## src/rtl/ioBankPkg.sv

```systemverilog
package ioBankPkg;

  localparam int WAIT_HI  = 7;
  localparam int WAIT_LO  = 6;
  localparam int INH_BIT  = 5;
  localparam int KIND_HI  = 4;
  localparam int KIND_LO  = 3;
  localparam int WAIT_W   = 5;

  typedef enum logic [1:0] {
    STB_CS = 2'b00,
    STB_RD = 2'b01,
    STB_WR = 2'b10,
    STB_RW = 2'b11
  } stbKind_t;

  typedef struct packed {
    logic load;
    logic active;
    logic first;
    logic last;
    logic ext;
    logic write;
  } ctlStrb_t;

  function automatic logic [WAIT_W-1:0] waitsOf(input logic [1:0] field);
    case (field)
      2'b00:   waitsOf = 5'd15;
      2'b01:   waitsOf = 5'd7;
      2'b10:   waitsOf = 5'd3;
      default: waitsOf = 5'd1;
    endcase
  endfunction

endpackage

```

## src/rtl/cycleCtrl.sv

```systemverilog
module cycleCtrl
  import ioBankPkg::*;
#(
  parameter int CNT_W      = 5,
  parameter int INT_CYCLES = 2
) (
  input  logic             clk,
  input  logic             rstN,
  input  logic             rdReq,
  input  logic             wrReq,
  input  logic             isInternal,
  input  logic [CNT_W-1:0] extWaits,
  output ctlStrb_t         strb,
  output logic             busy,
  output logic             done
);

  logic             active;
  logic             first;
  logic             extCyc;
  logic             wrCyc;
  logic [CNT_W-1:0] cnt;
  logic             accept;
  logic             lastClk;

  assign accept  = !active && (rdReq || wrReq);
  assign lastClk = active && (cnt == '0);

  always_ff @(posedge clk) begin
    if (!rstN) begin
      active <= 1'b0;
      first  <= 1'b0;
      extCyc <= 1'b0;
      wrCyc  <= 1'b0;
      cnt    <= '0;
    end else if (accept) begin
      active <= 1'b1;
      first  <= 1'b1;
      extCyc <= !isInternal;
      wrCyc  <= !rdReq;
      cnt    <= isInternal ? CNT_W'(INT_CYCLES - 1) : extWaits + CNT_W'(1);
    end else if (active) begin
      first <= 1'b0;
      if (cnt == '0) begin
        active <= 1'b0;
      end else begin
        cnt <= cnt - CNT_W'(1);
      end
    end
  end

  always_comb begin
    strb.load   = accept;
    strb.active = active;
    strb.first  = first;
    strb.last   = lastClk;
    strb.ext    = extCyc;
    strb.write  = wrCyc;
  end

  assign busy = active;
  assign done = lastClk;

  AST_DONE_SINGLE: assert property (@(posedge clk) disable iff (!rstN)
    done |=> !done) else $error("done longer than one clock");
  AST_DONE_IDLE: assert property (@(posedge clk) disable iff (!rstN)
    done |=> !busy) else $error("busy after done");
  AST_REQ_IGNORED: assert property (@(posedge clk) disable iff (!rstN)
    (busy && !done && (rdReq || wrReq)) |=> (busy && $stable(wrCyc) && $stable(extCyc)))
    else $error("request accepted while busy");

endmodule

```

## src/rtl/bankDatapath.sv

```systemverilog
module bankDatapath
  import ioBankPkg::*;
#(
  parameter int ADDR_W    = 16,
  parameter int BANK_BITS = 3,
  parameter int CFG_W     = 8,
  parameter int CNT_W     = 5,
  localparam int NUM_BANKS = 1 << BANK_BITS
) (
  input  logic                 clk,
  input  logic                 rstN,
  input  logic [ADDR_W-1:0]    ioAddr,
  input  logic                 cfgWe,
  input  logic [BANK_BITS-1:0] cfgSel,
  input  logic [CFG_W-1:0]     cfgData,
  input  logic [NUM_BANKS-1:0] portDir,
  input  logic [NUM_BANKS-1:0] portFunc,
  input  ctlStrb_t             strb,
  output logic [CNT_W-1:0]     extWaits,
  output logic                 ioRdN,
  output logic                 ioWrN,
  output logic [NUM_BANKS-1:0] bankStbN
);

  logic [CFG_W-1:0]     cfgRegs [NUM_BANKS];
  logic [BANK_BITS-1:0] reqBank;
  logic [BANK_BITS-1:0] curBank;
  logic [CFG_W-1:0]     curCfg;
  logic                 curInh;
  stbKind_t             curKind;
  logic                 extOn;
  logic                 lateOn;
  logic                 kindOn;

  genvar g;
  generate
    for (g = 0; g < NUM_BANKS; g++) begin : gRegs
      always_ff @(posedge clk) begin
        if (!rstN) begin
          cfgRegs[g] <= '0;
        end else if (cfgWe && (cfgSel == BANK_BITS'(g))) begin
          cfgRegs[g] <= cfgData;
        end
      end
    end
  endgenerate

  assign reqBank  = ioAddr[ADDR_W-1 -: BANK_BITS];
  assign extWaits = CNT_W'(waitsOf(cfgRegs[reqBank][WAIT_HI:WAIT_LO]));

  always_ff @(posedge clk) begin
    if (!rstN) begin
      curBank <= '0;
      curCfg  <= '0;
    end else if (strb.load) begin
      curBank <= reqBank;
      curCfg  <= cfgRegs[reqBank];
    end
  end

  assign curInh  = curCfg[INH_BIT];
  assign curKind = stbKind_t'(curCfg[KIND_HI:KIND_LO]);
  assign extOn   = strb.active && strb.ext;
  assign lateOn  = extOn && !strb.first;

  assign ioRdN = !(lateOn && !strb.write);
  assign ioWrN = !(lateOn && strb.write && !curInh);

  always_comb begin
    case (curKind)
      STB_CS:  kindOn = extOn && !(strb.write && curInh);
      STB_RD:  kindOn = lateOn && !strb.write;
      STB_WR:  kindOn = lateOn && strb.write && !curInh;
      default: kindOn = lateOn && !(strb.write && curInh);
    endcase
  end

  generate
    for (g = 0; g < NUM_BANKS; g++) begin : gPins
      assign bankStbN[g] = !(kindOn && (curBank == BANK_BITS'(g)) && portDir[g] && portFunc[g]);

      AST_PIN_GATED: assert property (@(posedge clk) disable iff (!rstN)
        !(portDir[g] && portFunc[g]) |-> bankStbN[g]) else $error("pin not gated");
    end
  endgenerate

  AST_IDLE_QUIET: assert property (@(posedge clk) disable iff (!rstN)
    !strb.active |-> (ioRdN && ioWrN && (&bankStbN))) else $error("strobe while idle");
  AST_FIRST_QUIET: assert property (@(posedge clk) disable iff (!rstN)
    strb.first |-> (ioRdN && ioWrN)) else $error("global strobe on first clock");
  AST_PIN_ONEHOT: assert property (@(posedge clk) disable iff (!rstN)
    $onehot0(~bankStbN)) else $error("more than one bank pin low");
  AST_INT_QUIET: assert property (@(posedge clk) disable iff (!rstN)
    (strb.active && !strb.ext) |-> (ioRdN && ioWrN && (&bankStbN)))
    else $error("strobe on internal access");
  AST_INHIBIT_WR: assert property (@(posedge clk) disable iff (!rstN)
    (strb.active && strb.write && curInh) |-> (ioWrN && (&bankStbN)))
    else $error("inhibited write strobed");

endmodule

```

## src/rtl/ioBankWait.sv

```systemverilog
module ioBankWait
  import ioBankPkg::*;
#(
  parameter int ADDR_W     = 16,
  parameter int BANK_BITS  = 3,
  parameter int CFG_W      = 8,
  parameter int INT_CYCLES = 2,
  localparam int NUM_BANKS = 1 << BANK_BITS,
  localparam int CNT_W     = WAIT_W
) (
  input  logic                 clk,
  input  logic                 rstN,
  input  logic [ADDR_W-1:0]    ioAddr,
  input  logic                 isInternal,
  input  logic                 rdReq,
  input  logic                 wrReq,
  input  logic                 cfgWe,
  input  logic [BANK_BITS-1:0] cfgSel,
  input  logic [CFG_W-1:0]     cfgData,
  input  logic [NUM_BANKS-1:0] portDir,
  input  logic [NUM_BANKS-1:0] portFunc,
  output logic                 ioRdN,
  output logic                 ioWrN,
  output logic [NUM_BANKS-1:0] bankStbN,
  output logic                 busy,
  output logic                 done
);

  ctlStrb_t         strb;
  logic [CNT_W-1:0] extWaits;

  cycleCtrl #(
    .CNT_W      (CNT_W),
    .INT_CYCLES (INT_CYCLES)
  ) i_cycleCtrl (
    .clk        (clk),
    .rstN       (rstN),
    .rdReq      (rdReq),
    .wrReq      (wrReq),
    .isInternal (isInternal),
    .extWaits   (extWaits),
    .strb       (strb),
    .busy       (busy),
    .done       (done)
  );

  bankDatapath #(
    .ADDR_W    (ADDR_W),
    .BANK_BITS (BANK_BITS),
    .CFG_W     (CFG_W),
    .CNT_W     (CNT_W)
  ) i_bankDatapath (
    .clk      (clk),
    .rstN     (rstN),
    .ioAddr   (ioAddr),
    .cfgWe    (cfgWe),
    .cfgSel   (cfgSel),
    .cfgData  (cfgData),
    .portDir  (portDir),
    .portFunc (portFunc),
    .strb     (strb),
    .extWaits (extWaits),
    .ioRdN    (ioRdN),
    .ioWrN    (ioWrN),
    .bankStbN (bankStbN)
  );

endmodule

```

## config.mk

```make
export PLATFORM = sky130hd
export DESIGN_NAME = ioBankWait
export DESIGN_NICKNAME = d
export VERILOG_FILES = /design/src/rtl/ioBankPkg.sv /design/src/rtl/cycleCtrl.sv /design/src/rtl/bankDatapath.sv /design/src/rtl/ioBankWait.sv
export SDC_FILE = /design/constraint.sdc
export NUM_CORES = 1
export LEC_CHECK = 0
export CAP_MARGIN = 20
export CORE_ASPECT_RATIO = 2
export CORE_MARGIN = 2
export CORE_UTILIZATION = 37
export CTS_CLUSTER_DIAMETER = 30
export DETAILED_ROUTE_END_ITERATION = 16
export GPL_TIMING_DRIVEN = 0
export PLACE_DENSITY = 0.66
export SLEW_MARGIN = 10
export SYNTH_ARGS = -nofsm -noshare
export SYNTH_HDL_FRONTEND = slang
export SYNTH_SLANG_ARGS = --single-unit
```

## constraint.sdc

```tcl
create_clock -name clk -period 1.8 [get_ports clk]
set_input_delay 0.27 -clock clk [delete_from_list [all_inputs] [get_ports clk]]
set_output_delay 0.27 -clock clk [all_outputs]
set_load 0.05 [all_outputs]
```

==> summary.txt, run 1 <==
STA
  – RSZ-0062 raised after global routing: yes
  – Max frequency: 0.4645 GHz
  – Min Tclk post-route: 2.153 ns
  – Setup TNS: -2.417 ns
  – Final setup violation count: 8
  – Fin crit share: 119.6%
  – Final hold vios: 0
  – Rel. slew slack: 47.92%
  – Max-slew violations: 0
  – Worst-Margin Slew: 0.7746 ns
  – Final WS setup: -0.3528 ns
  – Clk_skew: 0.003210 ns

Die
  – Cell row count: 45
  – Num ports: 61
  – Starting Density: 38.14%
  – Core footprint: 7545 um^2
  – Die span in x: 66.36 um
  – Die H: 128.7 um
  – Die area: 8542 um^2

Yosys
  – Area contributors post-synth: edfxtp_1 (42%), dfxtp_1 (10%), and2_1 (9.1%), mux4_1 (7.3%), o21ai_0 (2.8%)
  – Synth area leader: edfxtp_1
  – Fraction of registers with async set/reset: 0%
  – Top FF cell, synth: edfxtp_1
  – Cell count after synthesis: 241
  – Top cell type's share of synthesized area: 41.74%
  – Sequential cell area fraction in the yosys report: 52.17%
  – Synth top cells by count: and2_1 (42), edfxtp_1 (40), o21ai_0 (16), dfxtp_1 (15), a21oi_1 (14)
  – Register bit total from synthesis: 55
  – EDFF count, synth: 40
  – Syn Area/Cell: 11.94 um^2
  – Netlist cell types: 49
  – Mapped Area: 2878 um^2
  – Most common cell in the netlist: and2_1
  – YS warnings: 0
  – Syn Nets: 295

Placed design
  – DP Wirelength: 5.255 mm
  – Post-placement cell count: 379
  – IO buf count: 44
  – Post-Place Cell Area: 3468 um^2
  – GPL Wtd Cong: 0.7738

Setup path
  – CP top delay family: compound AO/OA/AOI/OAI gates
  – Crit-path slowest cell: dfxtp_2
  – Setup crit start kind: flip-flop
  – CP Data Arrival Time: 1.88 ns
  – CP peak stage delay: 0.35 ns
  – Worst path depth: 8
  – Critical Path End Type: output port
  – Worst setup path startpoint: i_bankDatapath.curCfg[3]
  – Critical R2R Launch: i_bankDatapath.cfgRegs[1][7]
  – Crit path to: bankStbN[4]
  – Crit-path max FO: 4
  – Register-to-Register Path Depth: 4
  – R2R Setup Slk: 0.19 ns
  – Cell breakdown of the critical path: inv_2 -> ha_4 -> a21oi_2 -> o21ai_2 -> a211oi_2 -> buf_4 -> nand4_1 -> buf_6
  – Critical path class: reg2out
  – Worst path required time: 1.53 ns
  – CP Buf/Inv Count: 3
  – Reg2reg end: i_cycleCtrl.cnt[2]

Cells and area
  – Layout Utilization: 49.77%
  – Final cell count without fillers: 390
  – Design Area, Final: 3755 um^2
  – Fraction of layout cells with a size suffix above 1: 18.24%
  – Antenna Cells: 0
  – Fill cells: 681
  – Layout area overhead: 30.48%
  – Final nets: 349

CTS
  – Clock root cell: clkbuf_16
  – Num CTS Buffers: 5
  – Clock Pin Slew Worst Setup and Hold Paths: 0.07 ns
  – Clock H-tree levels: 2
  – CTS sink cnt: 55
  – CTS tree: yes
  – Clock latency on the worst-skew pair: 0.29 ns
  – CTS max path bufs: 2
  – Hold_buf cts: 0

Power
  – Max VDD drop: 0.0004262 V
  – Pwr Total: 3.530 mW
  – Pwr per Cell Area: 940.1 nW/um^2
  – P_leak: 1.395 nW

Run status
  – Failing checks: negative setup slack
  – Status: complete, but fails checks

Global routing
  – Global-route wire length before repair: 10.63 mm
  – Vias in the first global route: 2081
  – GRT Overall Usage: 17.12%
  – Largest net degree at the start of global routing: 17
  – Antenna violations before repair: 0
  – Global route overflow: 0

Detailed routing
  – Routed WL: 6.626 mm
  – Starting DRT DRC Count: 75
  – Drt pass-1 iters: 4
  – Detail Route Antenna Nets: 0
  – DR vias/cell: 5.156
  – Via count: 2011
  – Drc violations: 0
  – Wire per inst: 16.99 um

Run
  – Max Cap Viol: 0

Hold path
  – Worst Hold Class: reg2reg
[layout make-up]
class | count | area, um^2 | share of cell area [%]
clock buffer | 6 | 128.9 | 3.432
sequential | 55 | 1506 | 40.12
multi-input combinational | 170 | 1339 | 35.65
buffer | 7 | 91.34 | 2.433
tap | 94 | 117.6 | 3.132
clock inverter | 2 | 60.06 | 1.599
timing repair buffer | 47 | 478.0 | 12.73
inverter | 9 | 33.78 | 0.8997
[tightest hold or removal path, delay by kind of cell (launching register included)]
family	cells	cell delay [ns]
simple gates	1	0.06
flops	1	0.33
compound gates	1	0.05
[cells by family (layout without fill, tap and decap cells)]
family / after synthesis / after routing / share of synthesized area (%)
AO/OA/AOI/OAI: 48 / 48 / 10.74
multiplexers: 16 / 16 / 10.17
flip-flops: 55 / 55 / 52.17
buffers and inverters: 16 / 71 / 4.043
XOR/XNOR: 2 / 2 / 0.6088
AND/OR/NAND/NOR: 99 / 99 / 20.09
adder cells (fa/ha/maj): 5 / 5 / 2.174
[layer usage]
layer,share of wire (%),global-route usage (%),up-vias
met5,0,0,-
met4,2.8,7.923,0
met3,3.1,1.661,10
met2,61,35.29,50
met1,33,15.51,948
li1,-,-,1003
[how the worst min path moves through the flow]
stage                         startpoint  cells after the start  slack [ns]                        end
6_report       i_bankDatapath.curBank[0]                      2        0.48  i_bankDatapath.curBank[0]
5_1_grt        i_bankDatapath.curBank[0]                      2        0.53  i_bankDatapath.curBank[0]
4_1_cts        i_bankDatapath.curBank[0]                      2        0.48  i_bankDatapath.curBank[0]
3_5_place_dp   i_bankDatapath.curBank[0]                      2        0.48  i_bankDatapath.curBank[0]
3_3_place_gp   i_bankDatapath.curBank[0]                      2        0.47  i_bankDatapath.curBank[0]
2_1_floorplan                 isInternal                      1        0.36         i_cycleCtrl.extCyc
[report_power, final]
group | internal [mW] | leakage (nW) | total (mW) | switching, mW
sequential | 1.48 | 0.512 | 1.56 | 0.0813
clock | 0.798 | 0.0911 | 1.24 | 0.437
combinational | 0.350 | 0.792 | 0.733 | 0.383
[layout by cell type (no fill, tap or decap), types with 2 or more instances in the layout]
| master | count |
|---|---|
| a211oi_1 | 2 |
| a211oi_2 | 2 |
| a21oi_1 | 13 |
| and2_1 | 42 |
| buf_4 | 3 |
| buf_6 | 12 |
| bufinv_16 | 2 |
| clkbuf_1 | 2 |
| clkbuf_16 | 5 |
| clkdlybuf4s50_1 | 31 |
| dfxtp_1 | 11 |
| dfxtp_2 | 4 |
| dlygate4sd2_1 | 2 |
| edfxtp_1 | 40 |
| ha_1 | 4 |
| inv_1 | 7 |
| inv_2 | 2 |
| mux2_2 | 2 |
| mux2i_1 | 5 |
| mux4_1 | 8 |
| nand2_1 | 10 |
| nand2b_1 | 3 |
| nand3_1 | 2 |
| nand4_1 | 8 |
| nor2_1 | 11 |
| nor2_2 | 2 |
| nor2b_1 | 3 |
| nor3_1 | 3 |
| nor3b_1 | 2 |
| o211ai_1 | 2 |
| o21ai_0 | 9 |
| o21ai_1 | 5 |
| o21ai_2 | 2 |
| or3_1 | 2 |
[metrics by stage]
| stage | hold slack [ns] | worst slack [ns] |
|---|---|---|
| detailed placement | 0.4764 | -0.5626 |
| finish | 0.4829 | -0.3528 |
| global placement | 0.4732 | -0.5246 |
| CTS | 0.4840 | -0.3718 |
| global route | 0.5325 | -0.4629 |
| floorplan | 0.3594 | -0.05906 |
[sequential cells by signal (all words and copies together) (netlist names)]
signal                  cells
i_bankDatapath.cfgRegs     40
i_bankDatapath.curBank      3
i_bankDatapath.curCfg       3
i_cycleCtrl.busy            1
i_cycleCtrl.cnt             5
i_cycleCtrl.extCyc          1
i_cycleCtrl.first           1
i_cycleCtrl.wrCyc           1
[timing repair]
| action | 4_1_cts | 5_1_grt |
|---|---|---|
| endpoints found under the setup margin | 31 | 39 |
| pin swaps | 4 | 1 |
| endpoints found under the hold margin | 0 | 0 |
| buffers inserted | 3 | 1 |
| resized for setup | 87 | 10 |
No activity file was read; power rests on OpenSTA's default activity.
==> inputs of run 2 (changes only) <==
--- a/config.mk
+++ b/config.mk
@@ -13,7 +13,8 @@
 export DETAILED_ROUTE_END_ITERATION = 16
 export GPL_TIMING_DRIVEN = 0
 export PLACE_DENSITY = 0.66
-export SLEW_MARGIN = 10
+export SKIP_CTS_REPAIR_TIMING = 1
+export SLEW_MARGIN = 30
 export SYNTH_ARGS = -nofsm -noshare
 export SYNTH_HDL_FRONTEND = slang
 export SYNTH_SLANG_ARGS = --single-unit
==> run 2 against run 1 <==
Against the previous run:
- the run still ends with negative setup slack left
- die area stayed put
- non-clock buffer count is 2 lower
- design area is 0.47% lower
- maximum frequency is 0.57% higher
- core utilization is 0.23 points lower
- critical path depth is 1 lower
- sequential cell count stayed put
- largest power group unchanged
==> summary.txt, run 2 (synthesis gave the netlist of run 1 again) <==
STA
  – Final hold vios: 0
  – Clk_skew: 0.002660 ns
  – Rel. slew slack: 48.18%
  – Min Tclk post-route: 2.141 ns
  – Worst-Margin Slew: 0.7707 ns
  – RSZ-0062 raised after global routing: yes
  – Final WS setup: -0.3407 ns
  – Max-slew violations: 0
  – Final setup violation count: 9
  – Fin crit share: 118.9%
  – Max frequency: 0.4671 GHz

Power
  – Pwr Total: 3.529 mW
  – Int Power: 2.626 mW
  – Max VDD drop: 0.0004266 V
  – Sw frac: 25.58%
  – Share of power burned in registers: 44.3%
  – Pwr per Cell Area: 944.2 nW/um^2
  – P_leak: 1.385 nW
  – Clock group share of total power: 35.1%
  – P_sw: 0.9028 mW
  – Logic gate share of total power: 20.6%

Setup path
  – CP Data Arrival Time: 1.87 ns
  – Setup crit start kind: flip-flop
  – Critical path class: reg2out
  – Worst path required time: 1.53 ns
  – Crit-path max FO: 4
  – Critical R2R Launch: i_bankDatapath.cfgRegs[1][7]
  – Worst setup path startpoint: i_bankDatapath.curCfg[3]
  – Critical Path End Type: output port

CTS
  – Num CTS Buffers: 5
  – Clock root cell: clkbuf_16
  – CTS sink cnt: 55
  – Clock Pin Slew Worst Setup and Hold Paths: 0.07 ns
  – CTS max path bufs: 2
  – Clock H-tree levels: 2
  – Clock latency on the worst-skew pair: 0.29 ns
  – CTS tree: yes

Global routing
  – Global route overflow: 0
  – Global-route wire length before repair: 10.58 mm
  – GRT Overall Usage: 16.99%
  – Largest net degree at the start of global routing: 17
  – Vias in the first global route: 2088
  – Antenna violations before repair: 0

Detailed routing
  – Detail Route Antenna Nets: 0
  – Via count: 2012
  – DR vias/cell: 5.186
  – Drc violations: 0
  – Starting DRT DRC Count: 86
  – Drt pass-1 iters: 5
  – Routed WL: 6.636 mm
  – Wire per inst: 17.10 um

Cells and area
  – Biggest regs: i_bankDatapath.cfgRegs: 40 flops, i_cycleCtrl.cnt: 5 flops
  – Layout area overhead: 29.87%
  – Final cell count without fillers: 388
  – Most frequent cells in the layout: and2_1 (42), edfxtp_1 (40), clkdlybuf4s50_1 (31), a21oi_1 (13), nor2_1 (12)
  – Fraction of layout cells with a size suffix above 1: 17.01%
  – Fill cells: 686
  – Antenna Cells: 0
  – Design Area, Final: 3737 um^2
  – Final nets: 347
  – Largest register by flop count: i_bankDatapath.cfgRegs
  – Max reg flops: 40
  – Most common cell after layout, fill and taps aside: and2_1

Die
  – Starting Density: 38.14%
  – Die H: 128.7 um
  – Core footprint: 7545 um^2
  – Die span in x: 66.36 um
  – Die area: 8542 um^2
  – Num ports: 61
  – Cell row count: 45

Placed design
  – GPL Wtd Cong: 0.7738
  – Post-placement cell count: 379
  – IO buf count: 44
  – DP Wirelength: 5.255 mm
  – Post-Place Cell Area: 3468 um^2

Run status
  – Failing checks: negative setup slack
  – Status: complete, but fails checks

Hold path
  – Critical hold path startpoint: i_bankDatapath.curBank[0]
  – Worst Hold Class: reg2reg

Run
  – Max Cap Viol: 0
[run 2: cell types whose count changed in the layout (fill, tap and decap cells not counted), moves of 2 or more]
cell and change:
dfxtp_4 +2, dlymetal6s2s_1 +2, dlygate4sd2_1 -2, dfxtp_2 -2
[run 2: area by class of cell]
| cell class | instances | area, um^2 | area share (%) |
|---|---|---|---|
| multi-input combinational | 170 | 1331 | 35.62 |
| inverter | 9 | 36.28 | 0.9709 |
| clock inverter | 2 | 60.06 | 1.607 |
| sequential | 55 | 1511 | 40.44 |
| clock buffer | 6 | 128.9 | 3.448 |
| tap | 94 | 117.6 | 3.147 |
| timing repair buffer | 45 | 460.4 | 12.32 |
| buffer | 7 | 91.34 | 2.444 |
[run 2: metal layers]
metal  track usage [%]  vias up  wire [um]
met2             35.24       59       4020
li1                  -      999          -
met3             1.661       10        231
met4             7.923        0        185
met5                 0        -          0
met1             15.16      944       2198
[run 2: through the flow]
stage | setup TNS, ns | hold slack, ns | util, % | setup slack, ns
2_1_floorplan | -0.4725 | 0.3594 | - | -0.05906
4_1_cts | -9.820 | 0.4840 | 48.47 | -0.8889
3_3_place_gp | -19.13 | 0.4732 | 45.97 | -0.5246
3_5_place_dp | -21.92 | 0.4764 | 45.97 | -0.5626
6_report | -2.418 | 0.4839 | 49.54 | -0.3407
5_1_grt | -3.251 | 0.5325 | 49.54 | -0.4247
[run 2: final timing paths]
kind	endpoint	slack, ns	cells past startpoint
worst min register to register	i_bankDatapath.curBank[0]	0.48	2
worst max-delay path	bankStbN[0]	-0.34	7
worst min-delay path	i_bankDatapath.curBank[0]	0.48	2
worst max register to register	i_cycleCtrl.cnt[2]	0.19	4
[run 2: power by group through the flow]
stage / clock network, mW / logic, mW / registers, mW
floorplan: 0 / 0.450 / 1.57
global placement: 0 / 0.672 / 1.57
detailed placement: 0 / 0.692 / 1.58
CTS: 1.26 / 0.696 / 1.55
global route: 1.30 / 0.795 / 1.58
finish: 1.24 / 0.727 / 1.56
[run 2: critical path, cell delays in order (launching register included)]
cell	delay [ns]
dfxtp_4	0.37
inv_4	0.05
ha_4	0.23
a21oi_2	0.11
o21ai_2	0.08
a211oi_2	0.35
nand4_1	0.19
buf_6	0.19
==> inputs of run 3 (changes only) <==
==> constraint.sdc (replaced) <==
create_clock -name clk -period 2 [get_ports clk]
set_input_delay 0.3 -clock clk [delete_from_list [all_inputs] [get_ports clk]]
set_output_delay 0.3 -clock clk [all_outputs]
set_load 0.05 [all_outputs]
==> run 3 against run 2 <==
Against the previous run:
- first-iteration DRC count is 28% lower
- non-clock buffer count decreased by 1
- power fell by 11%
- clock skew about the same
- worst hold slack hardly changed
- the flow still finishes with violations (negative setup slack)
- via count grew 0.65%
- core utilization shrank 0.71 points
- highest routed layer unchanged
- routed wire length is 2.7% lower
- global-route usage down 1.1 points
- sequential share of layout area is 0.49 points higher
==> summary.txt, run 3 (synthesis gave the netlist of run 1 again) <==
Run status
  – Status: complete, but fails checks
  – Failing checks: negative setup slack

Detailed routing
  – Drc violations: 0
  – DR vias/cell: 5.233
  – Starting DRT DRC Count: 62
  – Routed WL: 6.457 mm
  – Via count: 2025
  – Drt pass-1 iters: 4
  – Wire per inst: 16.68 um
  – Detail Route Antenna Nets: 0

CTS
  – Clock root cell: clkbuf_16
  – Clock H-tree levels: 2
  – Clock Pin Slew Worst Setup and Hold Paths: 0.07 ns
  – Num CTS Buffers: 5
  – CTS tree: yes
  – CTS max path bufs: 2
  – CTS sink cnt: 55
  – Clock latency on the worst-skew pair: 0.29 ns

Setup path
  – Crit-path slowest cell: dfxtp_2
  – CP peak stage delay: 0.35 ns
  – Cell breakdown of the critical path: inv_2 -> ha_1 -> and3b_1 -> o211ai_1 -> a211oi_2 -> buf_4 -> nand4_1 -> buf_6
  – Setup crit start kind: flip-flop
  – CP Buf/Inv Count: 3
  – Crit-path max FO: 4
  – CP top delay family: buffers and inverters
  – Critical Path End Type: output port
  – CP Data Arrival Time: 1.84 ns
  – R2R Setup Slk: 0.39 ns
  – Worst path required time: 1.70 ns
  – Critical path class: reg2out

Die
  – Num ports: 61
  – Die span in x: 66.36 um
  – Cell row count: 45
  – Die area: 8542 um^2
  – Core footprint: 7545 um^2
  – Die H: 128.7 um
  – Starting Density: 38.14%

STA
  – Worst hold slack: 0.4837 ns
  – RSZ-0062 raised after global routing: yes
  – Max-slew violations: 0
  – Final hold vios: 0
  – Min Tclk post-route: 2.143 ns
  – Fin crit share: 107.2%
  – Final WS setup: -0.1434 ns
  – Worst-Margin Slew: 0.8497 ns
  – Final setup violation count: 8
  – Rel. slew slack: 42.75%
  – Clk_skew: 0.002254 ns
  – Setup TNS: -1.065 ns
  – Max frequency: 0.4666 GHz

Cells and area
  – Biggest regs: i_bankDatapath.cfgRegs: 40 flops, i_cycleCtrl.cnt: 5 flops
  – Final nets: 346
  – Layout area overhead: 28.00%
  – Largest register by flop count: i_bankDatapath.cfgRegs
  – Fraction of layout cells with a size suffix above 1: 14.68%
  – Max reg flops: 40
  – Most common cell after layout, fill and taps aside: and2_1
  – Most frequent cells in the layout: and2_1 (42), edfxtp_1 (40), clkdlybuf4s50_1 (32), o21ai_0 (15)
  – Antenna Cells: 0
  – Layout Utilization: 48.82%

Global routing
  – Global route overflow: 0
  – GR met1 Demand/Resource: 12.52%
  – GR Layer Usage met2: 33.82%
  – Largest net degree at the start of global routing: 17
  – Vias in the first global route: 2044
  – Antenna violations before repair: 0
  – Global-route wire length before repair: 9.846 mm
  – GRT Max-Usage Layer: met2
  – GRT Overall Usage: 15.93%
  – GRT met3 Usage: 1.836%

Power
  – P_sw: 0.7932 mW
  – Sw frac: 25.32%
  – Logic gate share of total power: 19.5%
  – Int Power: 2.340 mW
  – Pwr Total: 3.133 mW
  – Clock group share of total power: 35.5%
  – P_leak: 1.364 nW
  – Max VDD drop: 0.0004217 V
  – Share of power burned in registers: 45.1%
  – Pwr per Cell Area: 850.6 nW/um^2

Placed design
  – DP Wirelength: 5.069 mm
  – IO buf count: 44
  – Place WS: -0.4817 ns
  – GPL Wtd Cong: 0.7751

Hold path
  – Worst Hold Class: reg2reg

Run
  – Max Cap Viol: 0
run 3: path summary, 6_finish.rpt:
check                                                   from                   endpoint  depth (start not counted)
worst max-delay path                i_bankDatapath.curCfg[3]                bankStbN[3]                          8
worst min-delay path               i_bankDatapath.curBank[0]  i_bankDatapath.curBank[0]                          2
worst max register to register  i_bankDatapath.cfgRegs[2][7]         i_cycleCtrl.cnt[2]                          4
worst min register to register     i_bankDatapath.curBank[0]  i_bankDatapath.curBank[0]                          2
run 3: power groups by stage:
stage / Clock [mW] / Sequential, mW / Combinational, mW
2_1_floorplan: 0 / 1.41 / 0.396
3_3_place_gp: 0 / 1.41 / 0.596
3_5_place_dp: 0 / 1.42 / 0.606
4_1_cts: 1.12 / 1.39 / 0.609
5_1_grt: 1.16 / 1.43 / 0.671
6_report: 1.11 / 1.41 / 0.610
run 3: per-layer routing:
layer  vias to the layer above  share of wire, %
met5                         -                 0
met4                         0               3.4
met3                        11               4.5
met2                        68                60
met1                       950                32
li1                        996                 -
run 3: cell type report:
class	instances	area, um^2
clock buffers	6	128.9
inverters	9	33.78
plain buffers	6	77.57
fillers	684	3861
well taps	94	117.6
flip-flops and latches	55	1508
repair buffers	45	455.4
multi-input cells	170	1303
clock inverters	2	60.06
run 3: worst reg2reg max path: stages, from the launching register on:
cell      delay [ns]
edfxtp_1        0.38
mux4_1          0.56
mux2i_2         0.25
nor3b_1         0.22
a211oi_1        0.08
run 3: through the flow:
stage,std cells,area (um^2)
floorplan,241,2889
CTS,387,3636
detailed placement,379,3447
finish,387,3684
global route,387,3684
global placement,379,3447
